## config.mk

```make
export PLATFORM = sky130hd
export DESIGN_NAME = hostwin_bridge
export DESIGN_NICKNAME = d
export VERILOG_FILES = /design/src/rtl/hwb_pkg.sv /design/src/rtl/hwb_decode.sv /design/src/rtl/hwb_regfile.sv /design/src/rtl/hostwin_bridge.sv
export SDC_FILE = /design/constraint.sdc
export NUM_CORES = 2
export LEC_CHECK = 0
export BUFFER_PORTS_ARGS = -buffer_cell sky130_fd_sc_hd__buf_2
export CAP_MARGIN = 20
export CORE_UTILIZATION = 45
export CTS_CLUSTER_SIZE = 40
export DETAILED_ROUTE_END_ITERATION = 10
export PLACE_DENSITY_LB_ADDON = 0.05
export SKIP_CTS_REPAIR_TIMING = 1
export SYNTH_ARGS = -nofsm -noshare
export SYNTH_HDL_FRONTEND = slang
export SYNTH_SLANG_ARGS = --single-unit
```

## constraint.sdc

```tcl
create_clock -name clk -period 19.9 [get_ports clk]
set_clock_uncertainty 0.15 [all_clocks]
set_input_delay 3.98 -clock clk [delete_from_list [all_inputs] [get_ports clk]]
set_output_delay 3.98 -clock clk [all_outputs]
set_load 0.02 [all_outputs]
```

## src/rtl/hwb_pkg.sv

```systemverilog
package hwb_pkg;

   typedef enum logic [1:0] {SZ_BYTE = 2'd0, SZ_HALF = 2'd1, SZ_WORD = 2'd2} hwb_size_e;
   typedef enum logic [1:0] {SP_CFG = 2'd0, SP_MEM = 2'd1, SP_IO = 2'd2} hwb_space_e;
   typedef enum logic [1:0] {ST_IDLE, ST_WAIT, ST_DONE} hwb_state_e;
   typedef enum logic [1:0] {WIN_NONE, WIN_REG, WIN_IO, WIN_MEM} hwb_win_e;

   // control-window offsets; the data port and register slots are decoded exactly
   localparam int unsigned OFF_CADDR  = 'h1C0;
   localparam int unsigned OFF_MBASE  = 'h1C4;
   localparam int unsigned OFF_IOBASE = 'h1C8;
   localparam int unsigned OFF_PORT   = 'h220;

endpackage

```

## src/rtl/hwb_decode.sv

```systemverilog
module hwb_decode
   import hwb_pkg::*;
#(
   parameter int            AW       = 32,
   parameter logic [AW-1:0] REG_BASE = 32'h1E20_0000,
   parameter logic [AW-1:0] REG_SPAN = 32'h0000_0224,
   parameter logic [AW-1:0] IO_BASE  = 32'h1E24_0000,
   parameter logic [AW-1:0] IO_SPAN  = 32'h0004_0000,
   parameter logic [AW-1:0] MEM_BASE = 32'hFD00_0000,
   parameter logic [AW-1:0] MEM_SPAN = 32'h0100_0000
) (
   input  logic [AW-1:0] addr,
   output hwb_win_e      win,
   output logic [AW-1:0] off
);

   localparam int NWIN = 3;
   localparam logic [AW-1:0] BASES [NWIN] = '{REG_BASE, IO_BASE, MEM_BASE};
   localparam logic [AW-1:0] SPANS [NWIN] = '{REG_SPAN, IO_SPAN, MEM_SPAN};

   logic [AW-1:0]   rel [NWIN];
   logic [NWIN-1:0] hit;

   generate
      for (genvar w = 0; w < NWIN; w++) begin : g_win
         initial begin
            assert (SPANS[w] != '0 &&
                    ({1'b0, BASES[w]} + {1'b0, SPANS[w]}) <= {1'b1, {AW{1'b0}}})
               else $error("hwb_decode: window %0d span invalid", w);
         end
         assign rel[w] = addr - BASES[w];
         assign hit[w] = (addr >= BASES[w]) && (rel[w] < SPANS[w]);
      end
   endgenerate

   always_comb begin
      win = WIN_NONE;
      off = '0;
      if (hit[0]) begin
         win = WIN_REG;
         off = rel[0];
      end else if (hit[1]) begin
         win = WIN_IO;
         off = rel[1];
      end else if (hit[2]) begin
         win = WIN_MEM;
         off = rel[2];
      end
   end

endmodule

```

## src/rtl/hwb_regfile.sv

```systemverilog
module hwb_regfile
   import hwb_pkg::*;
#(
   parameter int            AW        = 32,
   parameter int            DW        = 32,
   parameter int            CFG_WORDS = 64,
   parameter logic [DW-1:0] ID_WORD   = 32'h350E_1054,
   parameter logic [DW-1:0] CMD_WORD  = 32'h0290_0080
) (
   input  logic          clk,
   input  logic          rst_n,
   input  logic          wr_en,
   input  logic [AW-1:0] off,
   input  logic [DW-1:0] wdata,
   output logic [DW-1:0] rdata,
   output logic [AW-1:0] caddr,
   output logic [AW-1:0] mbase,
   output logic [AW-1:0] iobase
);

   localparam int            IDXW    = $clog2(CFG_WORDS);
   localparam logic [AW-1:0] CFG_END = AW'(CFG_WORDS * 4);

   initial begin
      assert (DW == 32) else $error("hwb_regfile: data width must be 32");
      assert (CFG_WORDS * 4 <= int'(OFF_CADDR) && (1 << IDXW) == CFG_WORDS)
         else $error("hwb_regfile: image overlaps register slots or is not a power of two");
      assert (AW >= 12) else $error("hwb_regfile: address too narrow");
   end

   logic [DW-1:0]   cfg_q [CFG_WORDS];
   logic            cfg_hit;
   logic [IDXW-1:0] idx;

   assign cfg_hit = (off < CFG_END) && (off[1:0] == 2'b00);
   assign idx     = off[IDXW+1:2];

   generate
      for (genvar w = 0; w < CFG_WORDS; w++) begin : g_cfg
         localparam logic [DW-1:0] INIT = (w == 0) ? ID_WORD :
                                          (w == 1) ? CMD_WORD : '0;
         always_ff @(posedge clk) begin
            if (!rst_n)
               cfg_q[w] <= INIT;
            else if (wr_en && cfg_hit && idx == IDXW'(w))
               cfg_q[w] <= wdata;
         end
      end
   endgenerate

   always_ff @(posedge clk) begin
      if (!rst_n) begin
         caddr  <= '0;
         mbase  <= '0;
         iobase <= '0;
      end else if (wr_en) begin
         if (off == AW'(OFF_CADDR))  caddr  <= AW'(wdata);
         if (off == AW'(OFF_MBASE))  mbase  <= AW'(wdata);
         if (off == AW'(OFF_IOBASE)) iobase <= AW'(wdata);
      end
   end

   always_comb begin
      if (cfg_hit)
         rdata = cfg_q[idx];
      else if (off == AW'(OFF_CADDR))
         rdata = DW'(caddr);
      else
         rdata = '0;
   end

endmodule

```

## src/rtl/hostwin_bridge.sv

```systemverilog
module hostwin_bridge
   import hwb_pkg::*;
#(
   parameter int AW        = 32,
   parameter int DW        = 32,
   parameter int CFG_WORDS = 64
) (
   input  logic          clk,
   input  logic          rst_n,
   input  logic          cpu_req,
   input  logic          cpu_we,
   input  logic [31:0]   cpu_addr,
   input  logic [1:0]    cpu_size,
   input  logic [31:0]   cpu_wdata,
   output logic          cpu_ack,
   output logic [31:0]   cpu_rdata,
   output logic          dn_req,
   output logic          dn_we,
   output logic [1:0]    dn_space,
   output logic [31:0]   dn_addr,
   output logic [1:0]    dn_size,
   output logic [31:0]   dn_wdata,
   input  logic          dn_ack,
   input  logic [31:0]   dn_rdata
);

   initial begin
      assert (AW == 32 && DW == 32) else $error("hostwin_bridge: port widths fixed at 32");
   end

   hwb_win_e      win;
   logic [AW-1:0] off;
   logic [DW-1:0] reg_rdata;
   logic [AW-1:0] caddr, mbase, iobase;
   hwb_state_e    st_q;
   logic          is_word, accept, reg_ok, reg_wr, fwd;
   logic [AW-1:0] fwd_addr;
   hwb_space_e    fwd_space;
   logic [DW-1:0] rdata_q;

   hwb_decode #(.AW(AW)) u_decode (
      .addr (cpu_addr),
      .win  (win),
      .off  (off)
   );

   assign is_word = (cpu_size == SZ_WORD);
   assign accept  = cpu_req && (st_q == ST_IDLE) && (win != WIN_NONE);
   assign reg_ok  = (win == WIN_REG) && is_word;
   assign reg_wr  = accept && reg_ok && cpu_we;

   hwb_regfile #(.AW(AW), .DW(DW), .CFG_WORDS(CFG_WORDS)) u_regs (
      .clk    (clk),
      .rst_n  (rst_n),
      .wr_en  (reg_wr),
      .off    (off),
      .wdata  (cpu_wdata),
      .rdata  (reg_rdata),
      .caddr  (caddr),
      .mbase  (mbase),
      .iobase (iobase)
   );

   // rebase the window offset onto the selected downstream base
   always_comb begin
      fwd       = 1'b1;
      fwd_space = SP_MEM;
      fwd_addr  = off + mbase;
      case (win)
         WIN_MEM: ;
         WIN_IO: begin
            fwd_space = SP_IO;
            fwd_addr  = off + iobase;
         end
         WIN_REG: begin
            fwd       = reg_ok && (off == AW'(OFF_PORT));
            fwd_space = SP_CFG;
            fwd_addr  = caddr;
         end
         default: fwd = 1'b0;
      endcase
   end

   always_ff @(posedge clk) begin
      if (!rst_n) begin
         st_q     <= ST_IDLE;
         rdata_q  <= '0;
         dn_req   <= 1'b0;
         dn_we    <= 1'b0;
         dn_space <= 2'd0;
         dn_addr  <= '0;
         dn_size  <= 2'd0;
         dn_wdata <= '0;
      end else begin
         case (st_q)
            ST_IDLE: begin
               if (accept) begin
                  if (fwd) begin
                     st_q     <= ST_WAIT;
                     dn_req   <= 1'b1;
                     dn_we    <= cpu_we;
                     dn_space <= fwd_space;
                     dn_addr  <= fwd_addr;
                     dn_size  <= cpu_size;
                     dn_wdata <= cpu_wdata;
                  end else begin
                     st_q    <= ST_DONE;
                     rdata_q <= (reg_ok && !cpu_we) ? reg_rdata : '0;
                  end
               end
            end
            ST_WAIT: begin
               if (dn_ack) begin
                  st_q    <= ST_DONE;
                  dn_req  <= 1'b0;
                  rdata_q <= dn_we ? '0 : dn_rdata;
               end
            end
            default: st_q <= ST_IDLE;
         endcase
      end
   end

   assign cpu_ack   = (st_q == ST_DONE);
   assign cpu_rdata = rdata_q;

endmodule

```

==> impl_metrics.env <==
export IMPL_status="finished, final reports clean"
export IMPL_clock_root_buffer="clkbuf_16"
export IMPL_die_area_um2=230600
export IMPL_multi_input_area_um2=35310
export IMPL_synth_enable_flop_cells=2048
export IMPL_area_growth_pct=12.82
export IMPL_htreeDepth=4
export IMPL_worst_ep_required_time_ps=20570
export IMPL_nNetsFinal=8579
export IMPL_postSynthRegisterBits=2248
export IMPL_min_from="u_regs.iobase[7]"
export IMPL_part_of_the_power_in_registers_pct=51.1
export IMPL_power_internal_mw=8.004
export IMPL_pwr_share_comb_pct=5.0
export IMPL_worst_r2r_setup_slack_ps=15380
export IMPL_number_of_standard_cell_rows_in_the_floorplan=175
export IMPL_core_region_area_um2=227300
export IMPL_cp_startpoint="cpu_addr[19]"
export IMPL_place_port_buffers=205
export IMPL_cp_start_kind="input pin"
export IMPL_route_detailed_vias_per_inst=6.204
export IMPL_worstMarginPinSlew_ps=1292
export IMPL_adder_and_majority_gate_portion_of_the_synthesized_area_pct=0.5058
export IMPL_fin_util_pct=51.08
export IMPL_clkTransAtPathRegs_ps=60
export IMPL_drt_antenna_violating_nets=0
export IMPL_clock_sink_count=2248
export IMPL_seq_area_frac_synth_pct=63.66
export IMPL_hold_path_end="u_regs.iobase[7]"
export IMPL_synth_top_cell_area_share_pct=59.77
export IMPL_cts_max_path_buffers=3
export IMPL_setup_viol_count_final=0
export IMPL_avgRoutedWirePerCell_um=34.46
export IMPL_cts_buffers=240
export IMPL_fin_area_um2=116100
export IMPL_synth_compound_area_share_pct=10.95
export IMPL_dp_hpwl_mm=241.1
export IMPL_first_global_vias=68170
export IMPL_critPathMaxFanout=122
export IMPL_cp_end_kind="flop"
export IMPL_final_layout_size_suffix_gt1_share_pct=11.51
export IMPL_clock_insertion_delay_worst_skew_ps=920
export IMPL_post_synth_and_or_nand_nor_area_fraction_pct=16.36
export IMPL_synth_top_family_by_area="simple AND/OR/NAND/NOR gates"
export IMPL_r2r_worst_path_cells=7
export IMPL_grt_overflow_total=0
export IMPL_final_max_slew_viol_count=0
export IMPL_grt_resource_usage_total_pct=34.32
export IMPL_cp_arrival_ps=10980
export IMPL_die_x_um=480.2
export IMPL_relSlewSlack_pct=13.88
export IMPL_grt_pass1_wl_mm=554.8
export IMPL_setup_worst_path_class="in2reg"
export IMPL_ys_async_sr_fraction_pct=0
export IMPL_maximum_number_of_pins_on_one_net_before_global_route_repair=138
export IMPL_netlist_area_um2=102900
export IMPL_top_level_ports=206
export IMPL_cellLeakagePower_nw=42.81
export IMPL_swShare_pct=23.07
export IMPL_drt_first_iter_violations=10270
export IMPL_hold_violations=0
export IMPL_post_synth_main_area_contributors="edfxtp_1 (60%), and2_1 (12%), mux2i_1 (4.7%), o22ai_1 (4.2%), dfxtp_1 (3.9%)"
export IMPL_netSwitchingPower_mw=2.400
export IMPL_max_cap_violations=0
export IMPL_synth_area_per_cell_um2=12.02
export IMPL_grt_setup_unrepaired="no"
export IMPL_p_clk_share_pct=43.8
export IMPL_antenna_found_initial=45
export IMPL_route_final_wire_length_mm=402.6
export IMPL_hp_class="reg2reg"
export IMPL_post_synth_top_count_cell="and2_1"
export IMPL_place_area_um2=108000
export IMPL_register_area_um2=65500
export IMPL_hold_path_cell_count=2
export IMPL_gpl_final_weighted_congestion=0.9443
export IMPL_tns_ps=0
export IMPL_drt_first_pass_iters=6
export IMPL_dr_total_vias=72480
export IMPL_reg2reg_to="u_regs.cfg_q[32][22]"
export IMPL_synth_area_leader_cell="edfxtp_1"
export IMPL_pwr_density_cell_nw_per_um2=89.62
export IMPL_post_synth_mux_area_share_pct=4.931
export IMPL_cts_tree="yes"
export IMPL_vdd_ir_drop_max_uv=89.31
export IMPL_unique_cell_type_count_in_the_yosys_netlist=86
export IMPL_dominantRegCellSynth="edfxtp_1"
export IMPL_fmax_ghz=0.09697
export IMPL_floorplan_initialDensity_pct=45.27
export IMPL_fin_crit_sh_pct=51.82
export IMPL_synthesis_yosys_warnings=0
export IMPL_filler_cell_count=19710
export IMPL_netlist_top_cells_count="and2_1 (2049), edfxtp_1 (2048), clkbuf_1 (711), a21oi_1 (694), o22ai_1 (693)"
export IMPL_die_y_um=480.2
export IMPL_post_synth_xor_area_fraction_pct=0.2809
export IMPL_remaining_drc_errors=0
export IMPL_fin_crit_ps=10310
export IMPL_reg2reg_from="st_q[1]"
export IMPL_netlist_instances=8562
==> area by class of cell <==
cell class,instances,area share (%)
clock buffers,326,5.652
multi-input cells,5443,30.41
clock inverters,131,1.172
diodes,23,0.04958
well taps,3009,3.243
repair buffers,466,2.920
flip-flops and latches,2248,56.42
inverters,36,0.1272
==> how the worst max path moves through the flow <==
stage,endpoint,cells after the start
3_3_place_gp,cpu_rdata[19],18
2_1_floorplan,u_regs.cfg_q[0][0],13
3_5_place_dp,cpu_rdata[25],19
4_1_cts,cpu_rdata[25],19
5_1_grt,cpu_rdata[25],19
6_report,cpu_rdata[19],19
==> routing by layer <==
layer  vias to the layer above  global-route usage (%)  wire [µm]
met5                         -                       0         38
met2                      4121                   51.75     177900
met3                       810                   6.348      38400
met4                         6                   17.78      23030
li1                      30850                       -          -
met1                     36690                   47.28     163300
==> cells by family (layout without fill, tap and decap cells) <==
family | after synthesis | count (layout)
flip-flops | 2248 | 2248
buffers and inverters | 875 | 959
AND/OR/NAND/NOR | 2963 | 2963
other | 1 | 28
multiplexers | 496 | 496
adder cells (fa/ha/maj) | 41 | 41
AO/OA/AOI/OAI | 1905 | 1905
XOR/XNOR | 33 | 33
==> state kept, by name, summed over array words and instances (netlist names) <==
signal and count:
u_regs.iobase 32, dn_size 2, dn_wdata 32, u_regs.cfg_q 2048, dn_space 2, u_regs.caddr 32
dn_req 1, dn_we 1, dn_addr 32, st_q 2, u_regs.mbase 32, cpu_rdata 32
==> power groups by stage <==
| stage | Clock [mW] | Sequential [mW] | Combinational, mW |
|---|---|---|---|
| floorplan | 0 | 5.42 | 0.258 |
| global route | 4.76 | 5.33 | 0.539 |
| global placement | 0 | 5.42 | 0.518 |
| finish | 4.56 | 5.32 | 0.522 |
| CTS | 4.59 | 5.32 | 0.520 |
| detailed placement | 0 | 5.42 | 0.519 |
==> placed cells by master (no fill, tap or decap), types with 16 or more instances in the layout <==
| cell | synthesis | routed |
|---|---|---|
| xnor2_1 | 23 | 23 |
| ha_1 | 40 | 40 |
| clkinv_1 | 1 | 55 |
| buf_2 | 90 | 190 |
| clkinv_2 | 0 | 35 |
| dfxtp_1 | 200 | 200 |
| nor2_1 | 229 | 159 |
| nor2_4 | 0 | 59 |
| clkbuf_16 | 0 | 242 |
| o22ai_1 | 693 | 693 |
| a211oi_1 | 63 | 63 |
| o21ai_0 | 239 | 166 |
| bufinv_16 | 0 | 23 |
| a21oi_1 | 694 | 692 |
| nor2b_1 | 22 | 22 |
| clkbuf_8 | 0 | 19 |
| clkbuf_1 | 711 | 65 |
| o21ai_4 | 0 | 67 |
| a21o_1 | 16 | 16 |
| buf_4 | 1 | 247 |
| nand2_1 | 459 | 452 |
| o211ai_1 | 20 | 20 |
| inv_1 | 33 | 32 |
| nand4_1 | 36 | 36 |
| mux2i_1 | 481 | 481 |
| or4_1 | 22 | 22 |
| nand3_1 | 18 | 18 |
| diode_2 | 0 | 23 |
| a221oi_1 | 38 | 37 |
| edfxtp_1 | 2048 | 2048 |
| nor3_1 | 32 | 28 |
| and2_1 | 2049 | 2049 |
| nand2b_1 | 17 | 17 |
| or3_1 | 31 | 30 |
==> worst max-delay path, stage by stage <==
cell and delay [ps]:
buf_2 100, inv_1 100, ha_1 260, nand2b_4 70, a2111o_1 450, a31oi_1 300
xor2_1 400, o32ai_4 160, buf_4 230, o21ai_4 630, buf_12 550, buf_4 630
buf_4 570, o22ai_1 220, o21ai_0 230, o21ai_0 290, o21ai_0 1000, nand4_1 210
a21oi_1 190
==> metrics by stage <==
step                      worst slack (ps)  total power, mW  instances  hold WS, ps
after floorplan                       9923            5.678       8566        282.1
after global placement                8895            5.933      11170        287.8
after detailed placement              8887            5.939      11200        293.4
after CTS                             9859            10.43      11650        302.0
after global routing                  9547            10.63      11670        316.0
final                                 9587            10.40      11680        300.9
No activity file was read; power rests on OpenSTA's default activity.
